### config.mk
export PLATFORM = sky130hd
export DESIGN_NAME = ipi_dest_expander
export DESIGN_NICKNAME = d
export VERILOG_FILES = /design/src/rtl/ipi_exp_pkg.sv /design/src/rtl/ipi_target_decode.sv /design/src/rtl/ipi_popcount.sv /design/src/rtl/ipi_pending_ctr.sv /design/src/rtl/ipi_dest_expander.sv
export SDC_FILE = /design/constraint.sdc
export NUM_CORES = 1
export LEC_CHECK = 0
export ABC_AREA = 1
export CAP_MARGIN = 30
export CORE_ASPECT_RATIO = 1.75
export CORE_UTILIZATION = 50
export CTS_CLUSTER_DIAMETER = 50
export DETAILED_ROUTE_END_ITERATION = 8
export PLACE_DENSITY_LB_ADDON = 0.25
export SLEW_MARGIN = 20
export SYNTH_ARGS = -nofsm -noshare
export SYNTH_HDL_FRONTEND = slang
export SYNTH_SLANG_ARGS = --single-unit
### constraint.sdc
create_clock -name clk -period 15.6 [get_ports clk]
set_input_delay 2.34 -clock clk [delete_from_list [all_inputs] [get_ports clk]]
set_output_delay 2.34 -clock clk [all_outputs]
set_load 0.005 [all_outputs]
### src/rtl/ipi_exp_pkg.sv
// Package: shared encodings and field positions for the interprocessor
// interrupt destination expander. Assumes a 32-bit command word low half.
package ipi_exp_pkg;

    // Destination shorthand codes (bits 19:18 of the command word).
    typedef enum logic [1:0] {
        SH_FIELD    = 2'd0,
        SH_SELF     = 2'd1,
        SH_ALL_INCL = 2'd2,
        SH_ALL_EXCL = 2'd3
    } shorthand_e;

    // Delivery mode value that is rejected with the field shorthand.
    localparam logic [2:0] DLV_LOWEST = 3'b001;

    // Field positions inside the command word.
    localparam int VEC_LSB    = 0;
    localparam int DLV_LSB    = 8;
    localparam int DMODE_BIT  = 11;
    localparam int STATUS_BIT = 12;
    localparam int TRIG_BIT   = 15;
    localparam int SH_LSB     = 18;

    // Decoded view of a command word.
    typedef struct packed {
        shorthand_e  sh;
        logic        trig;
        logic        logical;
        logic [2:0]  dlv;
        logic [7:0]  vector;
    } cmd_fields_t;

    // Split a command word into its fields.
    function automatic cmd_fields_t unpack_cmd(input logic [31:0] w);
        cmd_fields_t f;
        f.sh      = shorthand_e'(w[SH_LSB +: 2]);
        f.trig    = w[TRIG_BIT];
        f.logical = w[DMODE_BIT];
        f.dlv     = w[DLV_LSB +: 3];
        f.vector  = w[VEC_LSB +: 8];
        return f;
    endfunction

endpackage

### src/rtl/ipi_target_decode.sv
// Module: ipi_target_decode
// Combinational decode of one command into a remote target mask, a
// self-delivery hit and an error flag. Assumes MAX_AGENTS <= 8, so every
// agent has a bit in the 8-bit destination field. The sender is always
// removed from the remote mask and reported through self_hit instead.
module ipi_target_decode
    import ipi_exp_pkg::*;
#(
    parameter int MAX_AGENTS = 8,
    localparam int ID_W = $clog2(MAX_AGENTS),
    localparam int AC_W = $clog2(MAX_AGENTS + 1)
) (
    input  shorthand_e             sh,
    input  logic                   logical,
    input  logic [2:0]             dlv,
    input  logic [7:0]             dest,
    input  logic [ID_W-1:0]        own_id,
    input  logic [AC_W-1:0]        agent_cnt,
    output logic [MAX_AGENTS-1:0]  remote,
    output logic                   self_hit,
    output logic                   err
);

    logic [MAX_AGENTS-1:0] present;   // agent index below agent_cnt
    logic [MAX_AGENTS-1:0] self_oh;   // one-hot of own_id
    logic [MAX_AGENTS-1:0] log_sel;   // logical-mode selection
    logic [MAX_AGENTS-1:0] phys_sel;  // physical-mode selection
    logic [MAX_AGENTS-1:0] sel;       // final selection including self
    logic                  bcast;

    assign bcast = (dest == 8'hFF);

    // Per-agent qualifiers, one slice per agent.
    for (genvar i = 0; i < MAX_AGENTS; i++) begin : g_agent
        localparam logic [AC_W-1:0] IDX_AC = AC_W'(i);
        localparam logic [ID_W-1:0] IDX_ID = ID_W'(i);
        localparam logic [7:0]      IDX_D  = 8'(i);
        assign present[i]  = (IDX_AC < agent_cnt);
        assign self_oh[i]  = (own_id == IDX_ID);
        assign log_sel[i]  = present[i] & dest[i];
        assign phys_sel[i] = present[i] & (bcast | (dest == IDX_D));
    end

    // Select the candidate set from the shorthand and flag unsupported use.
    always_comb begin
        err = 1'b0;
        unique case (sh)
            SH_FIELD: begin
                sel = logical ? log_sel : phys_sel;
                if (dlv == DLV_LOWEST) begin
                    err = 1'b1;
                    sel = '0;
                end
            end
            SH_SELF:     sel = present & self_oh;
            SH_ALL_INCL: sel = present;
            SH_ALL_EXCL: sel = present & ~self_oh;
            default:     sel = '0;
        endcase
    end

    // Strip the sender out of the remote set and report it separately.
    always_comb begin
        remote   = sel & ~self_oh;
        self_hit = |(sel & self_oh);
    end

endmodule

### src/rtl/ipi_popcount.sv
// Module: ipi_popcount
// Counts the set bits of a target mask. Purely combinational.
module ipi_popcount #(
    parameter int W = 8,
    localparam int OUT_W = $clog2(W + 1)
) (
    input  logic [W-1:0]     bits_in,
    output logic [OUT_W-1:0] ones
);

    // Sum the bits one at a time; the tool builds an adder tree.
    always_comb begin
        ones = '0;
        for (int i = 0; i < W; i++) begin
            ones = ones + OUT_W'(bits_in[i]);
        end
    end

endmodule

### src/rtl/ipi_pending_ctr.sv
// Module: ipi_pending_ctr
// Saturating counter of outstanding interprocessor interrupts. Adds a
// target count and subtracts one completion per cycle. Holds at all-ones
// and at zero. The next value is exported for status tracking.
module ipi_pending_ctr #(
    parameter int CNT_W = 8,
    parameter int ADD_W = 4
) (
    input  logic              clk,
    input  logic              rst_n,
    input  logic [ADD_W-1:0]  add,
    input  logic              dec,
    output logic [CNT_W-1:0]  count,
    output logic [CNT_W-1:0]  count_nxt
);

    localparam logic [CNT_W:0] SAT_MAX = {1'b0, {CNT_W{1'b1}}};

    logic [CNT_W:0] wide;

    // Compute the next count with clamping at both ends.
    always_comb begin
        wide = {1'b0, count} + (CNT_W + 1)'(add);
        if (dec && (wide != '0)) begin
            wide = wide - 1'b1;
        end
        if (wide > SAT_MAX) begin
            count_nxt = {CNT_W{1'b1}};
        end else begin
            count_nxt = wide[CNT_W-1:0];
        end
    end

    // Register the count.
    always_ff @(posedge clk) begin
        if (!rst_n) begin
            count <= '0;
        end else begin
            count <= count_nxt;
        end
    end

endmodule

### src/rtl/ipi_dest_expander.sv
// Module: ipi_dest_expander (top)
// Expands a write to the interrupt command low half into a one-cycle remote
// target mask and a one-cycle self-delivery request. Keeps an outstanding
// count and a stored copy of the command. Bit 12 of that copy is owned by
// hardware and tracks a nonzero count. Assumes own_id is stable while
// cmd_wr is high.
module ipi_dest_expander
    import ipi_exp_pkg::*;
#(
    parameter int MAX_AGENTS = 8,
    parameter int CNT_W      = 8,
    localparam int ID_W = $clog2(MAX_AGENTS),
    localparam int AC_W = $clog2(MAX_AGENTS + 1)
) (
    input  logic                   clk,
    input  logic                   rst_n,
    input  logic                   cmd_wr,
    input  logic [31:0]            cmd_wdata,
    input  logic [7:0]             dest_field,
    input  logic [ID_W-1:0]        own_id,
    input  logic [AC_W-1:0]        agent_cnt,
    input  logic                   ipi_done,
    output logic [MAX_AGENTS-1:0]  tgt_mask,
    output logic                   local_req,
    output logic [7:0]             local_vector,
    output logic [2:0]             local_mode,
    output logic                   local_trig,
    output logic                   cmd_err,
    output logic [CNT_W-1:0]       pending,
    output logic [31:0]            cmd_rdata
);

    cmd_fields_t           f;
    logic [MAX_AGENTS-1:0] remote;
    logic                  self_hit;
    logic                  dec_err;
    logic [AC_W-1:0]       n_remote;
    logic [AC_W-1:0]       add_cnt;
    logic [CNT_W-1:0]      pend_nxt;
    logic [31:0]           cmd_q;
    logic                  sw_status_unused;

    assign f = unpack_cmd(cmd_wdata);
    assign sw_status_unused = cmd_wdata[STATUS_BIT];

    ipi_target_decode #(
        .MAX_AGENTS(MAX_AGENTS)
    ) u_decode (
        .sh        (f.sh),
        .logical   (f.logical),
        .dlv       (f.dlv),
        .dest      (dest_field),
        .own_id    (own_id),
        .agent_cnt (agent_cnt),
        .remote    (remote),
        .self_hit  (self_hit),
        .err       (dec_err)
    );

    ipi_popcount #(
        .W(MAX_AGENTS)
    ) u_popcount (
        .bits_in (remote),
        .ones    (n_remote)
    );

    // Only a write contributes new outstanding interrupts.
    assign add_cnt = cmd_wr ? n_remote : '0;

    ipi_pending_ctr #(
        .CNT_W(CNT_W),
        .ADD_W(AC_W)
    ) u_pending (
        .clk       (clk),
        .rst_n     (rst_n),
        .add       (add_cnt),
        .dec       (ipi_done),
        .count     (pending),
        .count_nxt (pend_nxt)
    );

    // Register the one-cycle dispatch results of a write.
    always_ff @(posedge clk) begin
        if (!rst_n) begin
            tgt_mask  <= '0;
            local_req <= 1'b0;
            cmd_err   <= 1'b0;
        end else if (cmd_wr) begin
            tgt_mask  <= remote;
            local_req <= self_hit;
            cmd_err   <= dec_err;
        end else begin
            tgt_mask  <= '0;
            local_req <= 1'b0;
            cmd_err   <= 1'b0;
        end
    end

    // Capture the payload that goes with a self-delivery.
    always_ff @(posedge clk) begin
        if (!rst_n) begin
            local_vector <= '0;
            local_mode   <= '0;
            local_trig   <= 1'b0;
        end else if (cmd_wr && self_hit) begin
            local_vector <= f.vector;
            local_mode   <= f.dlv;
            local_trig   <= f.trig;
        end
    end

    // Store the command before dispatch; status bit follows the count.
    always_ff @(posedge clk) begin
        if (!rst_n) begin
            cmd_q <= '0;
        end else begin
            if (cmd_wr) begin
                cmd_q <= cmd_wdata;
            end
            cmd_q[STATUS_BIT] <= (pend_nxt != '0);
        end
    end

    assign cmd_rdata = cmd_q;

endmodule

==> impl_summary.txt, run 1 <==
----------------------------------------------------
[Run status]
  Run status ... complete, no violations

[Timing]
  Period Utilization, post-route ... 51.1%
  Summed negative setup slack over all endpoints ... 0 ps
  Number of max-slew violations in the final report ... 0
  RSZ-0062 raised after global routing ... no
  Maximum clock frequency ... 0.125 GHz
  Slew at the pin with the worst max-slew slack ... between 600 and 700 ps
  Clk_skew ... 3.99 ps
  Shortest clock period the worst path allows after layout ... 7970 ps
  Max_slew headroom ... 54.8%
  Final-report setup violation count ... 0
  Total count of hold-check failures in the final report ... 0

[Global routing]
  Antenna violations before repair ... 0
  Final global-route overflow total ... 0
  Number of global-route vias before repair ... around 3,500
  GRT Resource Usage Total ... 27.6%
  Pin count of the biggest net entering global routing ... a little under 70
  Global-route wire length before repair ... 15,600 um

[Power]
  Overall Power ... between 600 and 700 uW
  P per Cell Area ... between 100 and 150 nW/um2
  Reported leakage power ... around 0.0022 uW
  Maximum ir drop on the vdd rail ... 0.114 mV

[Clocking]
  Source-to-sink clock delay at the later pin of the worst-skew pair ... 320 ps
  Clk Tree Root Cell ... clkbuf_16
  Count of H-tree levels built during CTS ... 3
  Clock-pin slew on the worst setup and hold paths ... 50 ps
  Number of buffers inserted for hold repair after clock tree synthesis ... 0
  Largest buffer count on any clock path ... 2
  Clock tree from TritonCTS ... built
  Setup repair bufs after CTS ... 0
  Post-cts resize count ... 0
  Number of clock buffers inserted by TritonCTS ... 9
  Num Clock Sinks ... 62

[Die]
  Row count ... 39
  I/O pins ... 113
  Area enclosed by the die boundary ... between 7000 and 8000 um2
  Core area ... around 6600 um2
  Effective utilization at floorplan ... 52.4%
  Overall die width ... about 65 um
  Die Span Y ... 112 um

[Critical path]
  Standard cell with the maximum stage delay on the critical path ... clkdlybuf4s50_1
  Top cell by count, worst path ... nand2_1
  CP Data Required Time ... 15,820 ps
  Largest fanout on the critical path ... 9
  Element type at the critical path end ... flip-flop
  Stage delay of the slowest cell on the critical path ... 550 ps
  Type of origin of the critical path ... input port
  Arrival time of the worst setup path ... 8190 ps
  Worst setup path class ... input port to flip-flop

[Drt]
  Met1 Wirelength ... 3690 um
  Wire length per cell after detailed routing ... 13.1 um
  1st-iter DRT viols ... ~230
  DR DRC count ... 0
  Count of vias placed by the detailed router ... 3,746
  Top sig layer ... met4
  Post-route ant nets ... 0
  Met3 wire length ... 524 um
  Met2 Wirelength ... 4820 um
  Number of iterations in the first detailed-routing pass ... 5
  Routed vias/inst ... 5.23
  Detailed Route WL ... 9390 um

[Cells and area]
  Area delta synth->final ... 40.7%
  Diode insertion count for antenna repair ... 0
  Fraction of final layout cells sized beyond drive strength 1 ... 5.84%
  Commonest cells after routing, fill and taps aside ... clkdlybuf4s50_1, nand2_1, nor2_1, dfxtp_1, inv_1
  Final cell utilization of the core ... 73.8%
  Most common cell after layout, fill and taps aside ... clkdlybuf4s50_1
  Net count of the finished layout ... 694

[Yosys]
  Area of the mapped netlist ... 3480 um2
  Leading cell types by total area after synthesis ... dfxtp_1, nand2_1, nor2_1
  Area fraction of the dominant cell type after synthesis ... 35.7%
  Part of the Yosys area used for sequential elements ... 35.7%
  Synth area leader ... dfxtp_1
  Post-synth cell types ... 30
  Count of mapped cells out of synthesis ... 523
  Warnings, synthesis ... 0
  Flop and latch count out of synthesis ... between 60 and 70
  Post-Syn Area per Cell ... 6.65 um2
  Synthesized net count ... 588

[Placement]
  Number of I/O port buffers ... between 100 and 150
  HPWL Detailed ... just over 7000 um
  GP Congestion ... 0.956

[Run]
  Max_cap viols ... 0

[Worst hold path]
  Class of the most critical hold timing path ... flip-flop to flip-flop

----------------------------------------------------
==> state kept, by name (all words and copies together), names as in the netlist <==
| register | count |
|---|---|
| cmd_err | 1 |
| cmd_rdata | 32 |
| local_mode | 3 |
| local_req | 1 |
| local_trig | 1 |
| local_vector | 8 |
| tgt_mask | 8 |
| u_pending.count | 8 |
==> cells by family (layout without fill, tap and decap cells) <==
group	Yosys count	count (layout)	synth area share (%)
XOR/XNOR	7	7	1.76
AO/OA/AOI/OAI	105	105	15.3
buffers and inverters	79	190	9.06
flip-flops	62	62	35.7
AND/OR/NAND/NOR	256	256	32.1
adder cells (fa/ha/maj)	14	14	6.11
==> stage by stage <==
| stage | cells | setup slack (ps) | hold WS (ps) | cell area (um2) |
|---|---|---|---|---|
| floorplan | 523 | 8550 | 460 | 3480 |
| global placement | 700 | 7400 | 452 | 4620 |
| detailed placement | 700 | 7300 | 456 | 4620 |
| CTS | 716 | 7630 | 470 | 4900 |
| global route | 716 | 7020 | 506 | 4900 |
| finish | 716 | 7630 | 476 | 4900 |
==> where the power goes <==
part	total (uW)	internal (uW)	switching (uW)
logic	263	114	149
registers	190	177	13.0
clock network	180	116	64.4
total	633	407	226
==> critical path: cells and delay by family <==
family / cells / cell delay (ps)
XOR/XNOR: 1 / 420
AO/OA/AOI/OAI: 1 / 260
buffers and inverters: 4 / 720
adder cells (fa/ha/maj): 6 / 2510
AND/OR/NAND/NOR: 17 / 1940
==> cells in the mapped netlist <==
master / instances
inv_2: 8
o21ai_1: 11
clkbuf_1: 12
nor2_1: 89
dfxtp_1: 62
nor3_1: 11
fa_1: 5
o211ai_1: 1
nand2_1: 95
buf_2: 3
nor2_4: 1
buf_1: 1
xnor2_1: 2
nand2_2: 3
nand2_4: 2
ha_1: 9
a21oi_1: 43
nand3_2: 1
xor2_1: 5
a221oi_1: 1
buf_6: 2
or2_0: 1
a31oi_1: 1
nor2_2: 1
o21ai_0: 48
nand4_1: 4
nor3_2: 4
nand3_1: 40
inv_1: 53
nand3b_1: 4
==> cell type report <==
cell class                      instances  area, um2
Clock buffer                           13        260
Clock inverter                          3       18.8
Fill cell                             575       1740
Inverter                               61        229
Multi-Input combinational cell        382       1920
Sequential cell                        62       1240
Tap cell                               82        103
Timing Repair Buffer                  113       1120
==> final timing paths <==
kind | start | to | slack, ps | cells after the start
max | dest_field[1] | cmd_rdata[12]$_SDFF_PN0_ | 7630 | 29
min | local_vector[7]$_SDFFE_PN0P_ | local_vector[7]$_SDFFE_PN0P_ | 480 | 2
max reg2reg | u_pending.count[0]$_SDFF_PN0_ | cmd_rdata[12]$_SDFF_PN0_ | 12940 | 14
min reg2reg | local_vector[7]$_SDFFE_PN0P_ | local_vector[7]$_SDFFE_PN0P_ | 480 | 2
==> routing by layer <==
| metal | up-vias | track usage, % |
|---|---|---|
| li1 | 1906 | - |
| met1 | 1674 | 30.9 |
| met2 | 139 | 47.2 |
| met3 | 27 | 5.59 |
| met4 | 0 | 15.8 |
| met5 | - | 0 |
Power figures use the tool's default switching activity.
==> inputs of run 2 (changes only) <==
--- a/config.mk
+++ b/config.mk
@@ -8,7 +8,7 @@
 export ABC_AREA = 1
 export CAP_MARGIN = 30
 export CORE_ASPECT_RATIO = 1.75
-export CORE_UTILIZATION = 50
+export CORE_UTILIZATION = 47
 export CTS_CLUSTER_DIAMETER = 50
 export DETAILED_ROUTE_END_ITERATION = 8
 export PLACE_DENSITY_LB_ADDON = 0.25
==> constraint.sdc (replaced) <==
create_clock -name clk -period 7.43 [get_ports clk]
set_input_delay 1.1145 -clock clk [delete_from_list [all_inputs] [get_ports clk]]
set_output_delay 1.1145 -clock clk [all_outputs]
set_load 0.005 [all_outputs]
==> impl_summary.txt, run 2 (same netlist as run 1, synthesis figures left out) <==
----------------------------------------------------
[Run status]
  Run status ... complete, no violations

[Worst hold path]
  Class of the most critical hold timing path ... flip-flop to flip-flop
  Origin of the worst min-delay path ... local_mode[2]$_SDFFE_PN0P_
  Hold-critical path endpoint ... local_mode[2]$_SDFFE_PN0P_
  Count of cells along the worst hold path ... 2 (unchanged)

[Critical path]
  Worst setup path class ... input port to flip-flop
  Crit Reg-Reg Endpoint ... cmd_rdata[12]$_SDFF_PN0_
  Dominant delay contributor by cell family on the critical path ... adder cells
  Count of cells along the worst register-to-register path ... 12 (-2)
  Buffer and inverter count on the worst path ... 4 (unchanged)
  Largest fanout on the critical path ... 7 (-2)
  Critical Path Source ... dest_field[1]
  Reg-to-reg critical path startpoint ... u_pending.count[0]$_SDFF_PN0_
  CP Data Required Time ... 7650 ps (-8170 ps)
  Type of origin of the critical path ... input port
  Reg-to-reg slack, setup ... 4700 ps (-8240 ps)
  Standard cell with the maximum stage delay on the critical path ... clkdlybuf4s50_1
  Arrival time of the worst setup path ... 7120 ps (-1070 ps)
  Stage delay of the slowest cell on the critical path ... 530 ps (-20 ps)
  Element type at the critical path end ... flip-flop

[Placement]
  Number of I/O port buffers ... 111 (unchanged)
  HPWL Detailed ... 7100 um (-0.66%)
  Worst slack at placement ... 317 ps (-6980 ps)
  GP Congestion ... 0.942 (-1.4%)

[Timing]
  Max_slew headroom ... 52.8% (-2.0 points)
  Total count of hold-check failures in the final report ... 0 (unchanged)
  RSZ-0062 raised after global routing ... no
  Clk_skew ... 0.737 ps (-3.25 ps)
  Maximum clock frequency ... 0.145 GHz
  Slew at the pin with the worst max-slew slack ... 707 ps (+30.6 ps)
  Summed negative setup slack over all endpoints ... 0 ps (unchanged)
  Worst Setup Slack, final ... 531 ps (-7100 ps)
  Number of max-slew violations in the final report ... 0 (unchanged)
  Shortest clock period the worst path allows after layout ... 6900 ps
  Final-report setup violation count ... 0 (unchanged)
  Period Utilization, post-route ... 92.9%

[Drt]
  Routed vias/inst ... 5.20 (-0.55%)
  Wire length per cell after detailed routing ... 13.2 um (+0.41%)
  Detailed Route WL ... 9460 um (+0.83%)
  Number of iterations in the first detailed-routing pass ... 5 (unchanged)
  1st-iter DRT viols ... 250 (+6.8%)
  DR DRC count ... 0 (unchanged)
  Count of vias placed by the detailed router ... 3,741 (-0.13%)
  Post-route ant nets ... 0 (unchanged)

[Clocking]
  Clk Tree Root Cell ... clkbuf_16
  Setup repair bufs after CTS ... 0 (unchanged)
  Count of H-tree levels built during CTS ... 3 (unchanged)
  Source-to-sink clock delay at the later pin of the worst-skew pair ... 320 ps (about the same)
  Clock-pin slew on the worst setup and hold paths ... 50 ps (about the same)
  Largest buffer count on any clock path ... 2 (unchanged)
  Number of buffers inserted for hold repair after clock tree synthesis ... 0 (unchanged)
  Clock tree from TritonCTS ... built
  Post-cts resize count ... 0 (unchanged)
  Num Clock Sinks ... 62 (unchanged)
  Number of clock buffers inserted by TritonCTS ... 9 (unchanged)

[Cells and area]
  Layout filler cell count ... 668 (+16%)
  Net count of the finished layout ... 694 (unchanged)
  Area delta synth->final ... 41.1%
  Commonest cells after routing, fill and taps aside ... clkdlybuf4s50_1, nand2_1, nor2_1, dfxtp_1, inv_1
  Most common cell after layout, fill and taps aside ... clkdlybuf4s50_1
  Fraction of final layout cells sized beyond drive strength 1 ... 6.00% (+0.17 points)
  Diode insertion count for antenna repair ... 0 (unchanged)
  Max FFs per register ... 32 (unchanged)

[Run]
  Max_cap viols ... 0 (unchanged)

[Global routing]
  Number of global-route vias before repair ... 3,567 (+1.4%)
  Global route hottest layer ... met2
  Final global-route overflow total ... 0 (unchanged)
  Antenna violations before repair ... 0 (unchanged)
  Global routing met1 resource utilization ... 25.9% (-5.0 points)
  GR Util met3 ... 4.92% (-0.67 points)
  Pin count of the biggest net entering global routing ... 68 (unchanged)
  GR Layer Usage met2 ... 45.5% (-1.6 points)
  GRT Resource Usage Total ... 25.6% (-1.9 points)
  Global-route wire length before repair ... 15,100 um (-3.4%)

[Die]
  Area enclosed by the die boundary ... 7760 um2 (+6.2%)
  Overall die width ... 67.0 um (+3.0%)
  Effective utilization at floorplan ... 48.4% (-4.0 points)
  Die Span Y ... 116 um (+3.1%)
  Core area ... 7180 um2 (+8.2%)
  Row count ... 41 (+5.1%)
  I/O pins ... 113 (unchanged)

[Power]
  Sw Share ... 35.6% (-0.12 points)
  P per Cell Area ... 277 nW/um2 (+110%)
  Maximum ir drop on the vdd rail ... 0.183 mV (+62%)
  Power dissipated by switching net loads ... 485 uW (+110%)
  Reported leakage power ... 0.00223 uW (+0.37%)
  Internal power contribution ... 877 uW (+120%)
  Combinational share of power ... 41.0% (-0.5 points)
  Clock group share of total power ... 29.7% (+1.3 points)
  Sequential power share ... 29.3% (-0.7 points)

----------------------------------------------------
-- run 2: cell types whose count changed in the layout (fill, tap and decap cells not counted) --
cell and delta:
clkbuf_8 -1, clkbuf_1 -2, clkinv_2 +2, bufinv_16 +1, clkinv_4 -1
-- run 2: stage by stage --
step	instance area, um2	utilization, %	hold slack [ps]	power, uW	std cells
floorplan	3480	-	460	768	523
global placement	4620	64.4	452	935	704
detailed placement	4620	64.4	468	953	704
CTS	4910	68.4	481	1360	719
global route	4910	68.4	506	1460	719
finish	4910	68.4	481	1360	719
-- run 2: power by group through the flow --
stage	Clock (uW)	Combinational (uW)	Sequential, uW
6_report	404	558	399
4_1_cts	411	554	400
2_1_floorplan	0	363	405
3_5_place_dp	0	547	406
5_1_grt	425	628	403
3_3_place_gp	0	531	404
-- run 2: routing by layer --
layer,up-vias,wire length (um),share of wire [%]
met3,39,504,5.3
met5,-,0,0
met4,0,460,4.9
met2,152,4750,50
met1,1647,3750,40
li1,1903,-,-
-- run 2: layout make-up --
| type | instances | area, um2 | share of cell area (%) |
|---|---|---|---|
| Sequential cell | 62 | 1240 | 25.3 |
| Tap cell | 86 | 108 | 2.19 |
| Clock buffer | 10 | 239 | 4.87 |
| Timing Repair Buffer | 113 | 1120 | 22.8 |
| Clock inverter | 5 | 50.0 | 1.02 |
| Inverter | 61 | 229 | 4.66 |
| Multi-Input combinational cell | 382 | 1920 | 39.2 |
-- run 2: how the worst max path moves through the flow --
stage	endpoint	slack, ps	depth (start not counted)
2_1_floorplan	cmd_rdata[12]$_SDFF_PN0_	1600	25
3_3_place_gp	cmd_rdata[12]$_SDFF_PN0_	420	27
3_5_place_dp	cmd_rdata[12]$_SDFF_PN0_	320	27
4_1_cts	cmd_rdata[12]$_SDFF_PN0_	650	27
5_1_grt	cmd_rdata[12]$_SDFF_PN0_	230	27
6_report	cmd_rdata[12]$_SDFF_PN0_	530	27
-- run 2: worst reg2reg max path: cells and delay by family, from the launching register on --
kind,cells,cell delay (ps)
xor+xnor,2,580
fa+ha+maj,2,660
buf+inv,1,40
flops,1,320
simple gates,7,1030
==> inputs of run 3 (changes only) <==
--- a/config.mk
+++ b/config.mk
@@ -11,6 +11,7 @@
 export CORE_UTILIZATION = 47
 export CTS_CLUSTER_DIAMETER = 50
 export DETAILED_ROUTE_END_ITERATION = 8
+export MAX_ROUTING_LAYER = met4
 export PLACE_DENSITY_LB_ADDON = 0.25
 export SLEW_MARGIN = 20
 export SYNTH_ARGS = -nofsm -noshare
==> impl_summary.txt, run 3 (same netlist as run 1, synthesis figures left out) <==
----------------------------------------------------
[Clocking]
  Post-cts resize count ... 0 (unchanged)
  Clk Tree Root Cell ... clkbuf_16
  Largest buffer count on any clock path ... 2 (unchanged)
  Source-to-sink clock delay at the later pin of the worst-skew pair ... 320 ps (about the same)
  Clock-pin slew on the worst setup and hold paths ... 50 ps (about the same)
  Clock tree from TritonCTS ... built
  Num Clock Sinks ... 62 (unchanged)
  Number of buffers inserted for hold repair after clock tree synthesis ... 0 (unchanged)
  Setup repair bufs after CTS ... 0 (unchanged)
  Number of clock buffers inserted by TritonCTS ... 9 (unchanged)
  Count of H-tree levels built during CTS ... 3 (unchanged)

[Global routing]
  Antenna violations before repair ... 0 (unchanged)
  Final global-route overflow total ... 0 (unchanged)
  Pin count of the biggest net entering global routing ... 68 (unchanged)
  Number of global-route vias before repair ... 3,426 (-4.0%)
  GRT Resource Usage Total ... 26.8% (+1.2 points)
  Global-route wire length before repair ... 15,300 um (+1.6%)

[Cells and area]
  Layout filler cell count ... 672 (+0.60%)
  Diode insertion count for antenna repair ... 0 (unchanged)
  Net count of the finished layout ... 694 (unchanged)
  Fraction of final layout cells sized beyond drive strength 1 ... 5.99% (-0.0095 points)
  Most common cell after layout, fill and taps aside ... clkdlybuf4s50_1
  Commonest cells after routing, fill and taps aside ... clkdlybuf4s50_1, nand2_1, nor2_1, dfxtp_1, inv_1
  Area delta synth->final ... 41.5%
  Final std cells w/o fill ... 720 (+0.14%)
  Max FFs per register ... 32 (unchanged)

[Timing]
  Max_slew headroom ... 53.5% (+0.70 points)
  Final-report setup violation count ... 0 (unchanged)
  RSZ-0062 raised after global routing ... no
  Clk_skew ... 1.01 ps (+0.277 ps)
  Worst hold margin ... 478 ps (-2.86 ps)
  Period Utilization, post-route ... 93.6% (+0.75 points)
  Total count of hold-check failures in the final report ... 0 (unchanged)
  Slew at the pin with the worst max-slew slack ... 697 ps (-10.5 ps)
  Number of max-slew violations in the final report ... 0 (unchanged)
  Shortest clock period the worst path allows after layout ... 6960 ps (+55.7 ps)
  Summed negative setup slack over all endpoints ... 0 ps (unchanged)
  Maximum clock frequency ... 0.144 GHz (-0.80%)

[Die]
  Row count ... 41 (unchanged)
  Area enclosed by the die boundary ... 7760 um2 (unchanged)
  Overall die width ... 67.0 um (unchanged)
  Core area ... 7180 um2 (unchanged)
  I/O pins ... 113 (unchanged)
  Die Span Y ... 116 um (unchanged)
  Effective utilization at floorplan ... 48.4% (unchanged)

[Drt]
  1st-iter DRT viols ... 234 (-6.4%)
  DR DRC count ... 0 (unchanged)
  Number of iterations in the first detailed-routing pass ... 4 (-1)
  Post-route ant nets ... 0 (unchanged)
  Routed vias/inst ... 5.22 (+0.37%)
  Wire length per cell after detailed routing ... 13.3 um (+0.93%)
  Detailed Route WL ... 9570 um (+1.1%)
  Count of vias placed by the detailed router ... 3,760 (+0.51%)

[Run status]
  Run status ... complete, no violations

[Power]
  Maximum ir drop on the vdd rail ... 0.193 mV (+5.3%)
  P per Cell Area ... 279 nW/um2 (+0.61%)
  Reported leakage power ... 0.00223 uW (+0.20%)

[Critical path]
  Crit Reg-Reg Endpoint ... cmd_rdata[12]$_SDFF_PN0_
  Element type at the critical path end ... flip-flop
  Type of origin of the critical path ... input port
  Reg-to-reg slack, setup ... 4650 ps (-50 ps)
  CP Data Required Time ... 7650 ps (about the same)
  Reg-to-reg critical path startpoint ... u_pending.count[0]$_SDFF_PN0_
  Arrival time of the worst setup path ... 7180 ps (+60 ps)
  Count of cells along the worst register-to-register path ... 12 (unchanged)
  Worst setup path class ... input port to flip-flop
  Largest fanout on the critical path ... 7 (unchanged)

[Placement]
  GP Congestion ... 0.947 (+0.50%)
  Inst Count DP ... 704 (unchanged)
  HPWL Detailed ... 7250 um (+2.1%)
  Number of I/O port buffers ... 111 (unchanged)

[Run]
  Max_cap viols ... 0 (unchanged)

[Worst hold path]
  Hold-critical path endpoint ... local_trig$_SDFFE_PN0P_
  Count of cells along the worst hold path ... 2 (unchanged)
  Class of the most critical hold timing path ... flip-flop to flip-flop
  Origin of the worst min-delay path ... local_trig$_SDFFE_PN0P_

----------------------------------------------------
## run 3: cell count changes in the layout (fill, tap and decap cells not counted)
cell,previous run,this run
clkinv_2,4,3
clkbuf_8,1,2
clkbuf_1,0,1
## run 3: stage by stage
step | util [%] | instance area [um2] | total power, uW | setup slack, ps
after floorplan | - | 3480 | 768 | 1600
after global placement | 64.4 | 4620 | 937 | 393
after detailed placement | 64.4 | 4620 | 959 | 233
after CTS | 68.6 | 4920 | 1380 | 569
after global routing | 68.6 | 4920 | 1470 | 123
final | 68.6 | 4920 | 1370 | 475
## run 3: final cells by class
class	instances	area [um2]	share of cell area, %
Clock buffer	12	256	5.21
Multi-Input combinational cell	382	1920	39.1
Sequential cell	62	1240	25.2
Clock inverter	4	45.0	0.915
Timing Repair Buffer	113	1120	22.8
Tap cell	86	108	2.19
Inverter	61	229	4.65
## run 3: metal layers
layer,track usage (%),vias up,wire length (um)
li1,-,1907,-
met5,-,-,0
met4,13.5,0,327
met1,27.8,1691,3800
met3,5.71,27,533
met2,46.2,135,4900
## run 3: report_power, final
group / switching, uW / internal (uW)
Combinational: 317 / 241
Sequential: 28.1 / 372
Clock: 139 / 276
Total: 484 / 889
## run 3: worst max-delay path: stages
cell	delay [ps]
clkdlybuf4s50_1	540
nand2_1	120
inv_2	70
nand4_1	110
nand2_1	210
nor2_1	60
o21ai_0	320
nand2_1	130
nor2_1	110
ha_1	240
inv_1	70
fa_1	430
fa_1	460
fa_1	430
fa_1	500
nor2_1	70
fa_1	490
xnor2_1	430
nand2_1	90
nor2_1	190
nand3_1	140
nand3b_1	190
nor2_1	190
xnor2_1	200
nand3_1	160
nand2_1	80
inv_1	40
## run 3: worst max-delay path by stage
| stage | start | to | slack (ps) |
|---|---|---|---|
| after floorplan | dest_field[7] | cmd_rdata[12]$_SDFF_PN0_ | 1600 |
| after global placement | dest_field[1] | cmd_rdata[12]$_SDFF_PN0_ | 390 |
| after detailed placement | dest_field[1] | cmd_rdata[12]$_SDFF_PN0_ | 230 |
| after CTS | dest_field[1] | cmd_rdata[12]$_SDFF_PN0_ | 570 |
| after global routing | dest_field[1] | cmd_rdata[12]$_SDFF_PN0_ | 120 |
| final | dest_field[1] | cmd_rdata[12]$_SDFF_PN0_ | 470 |
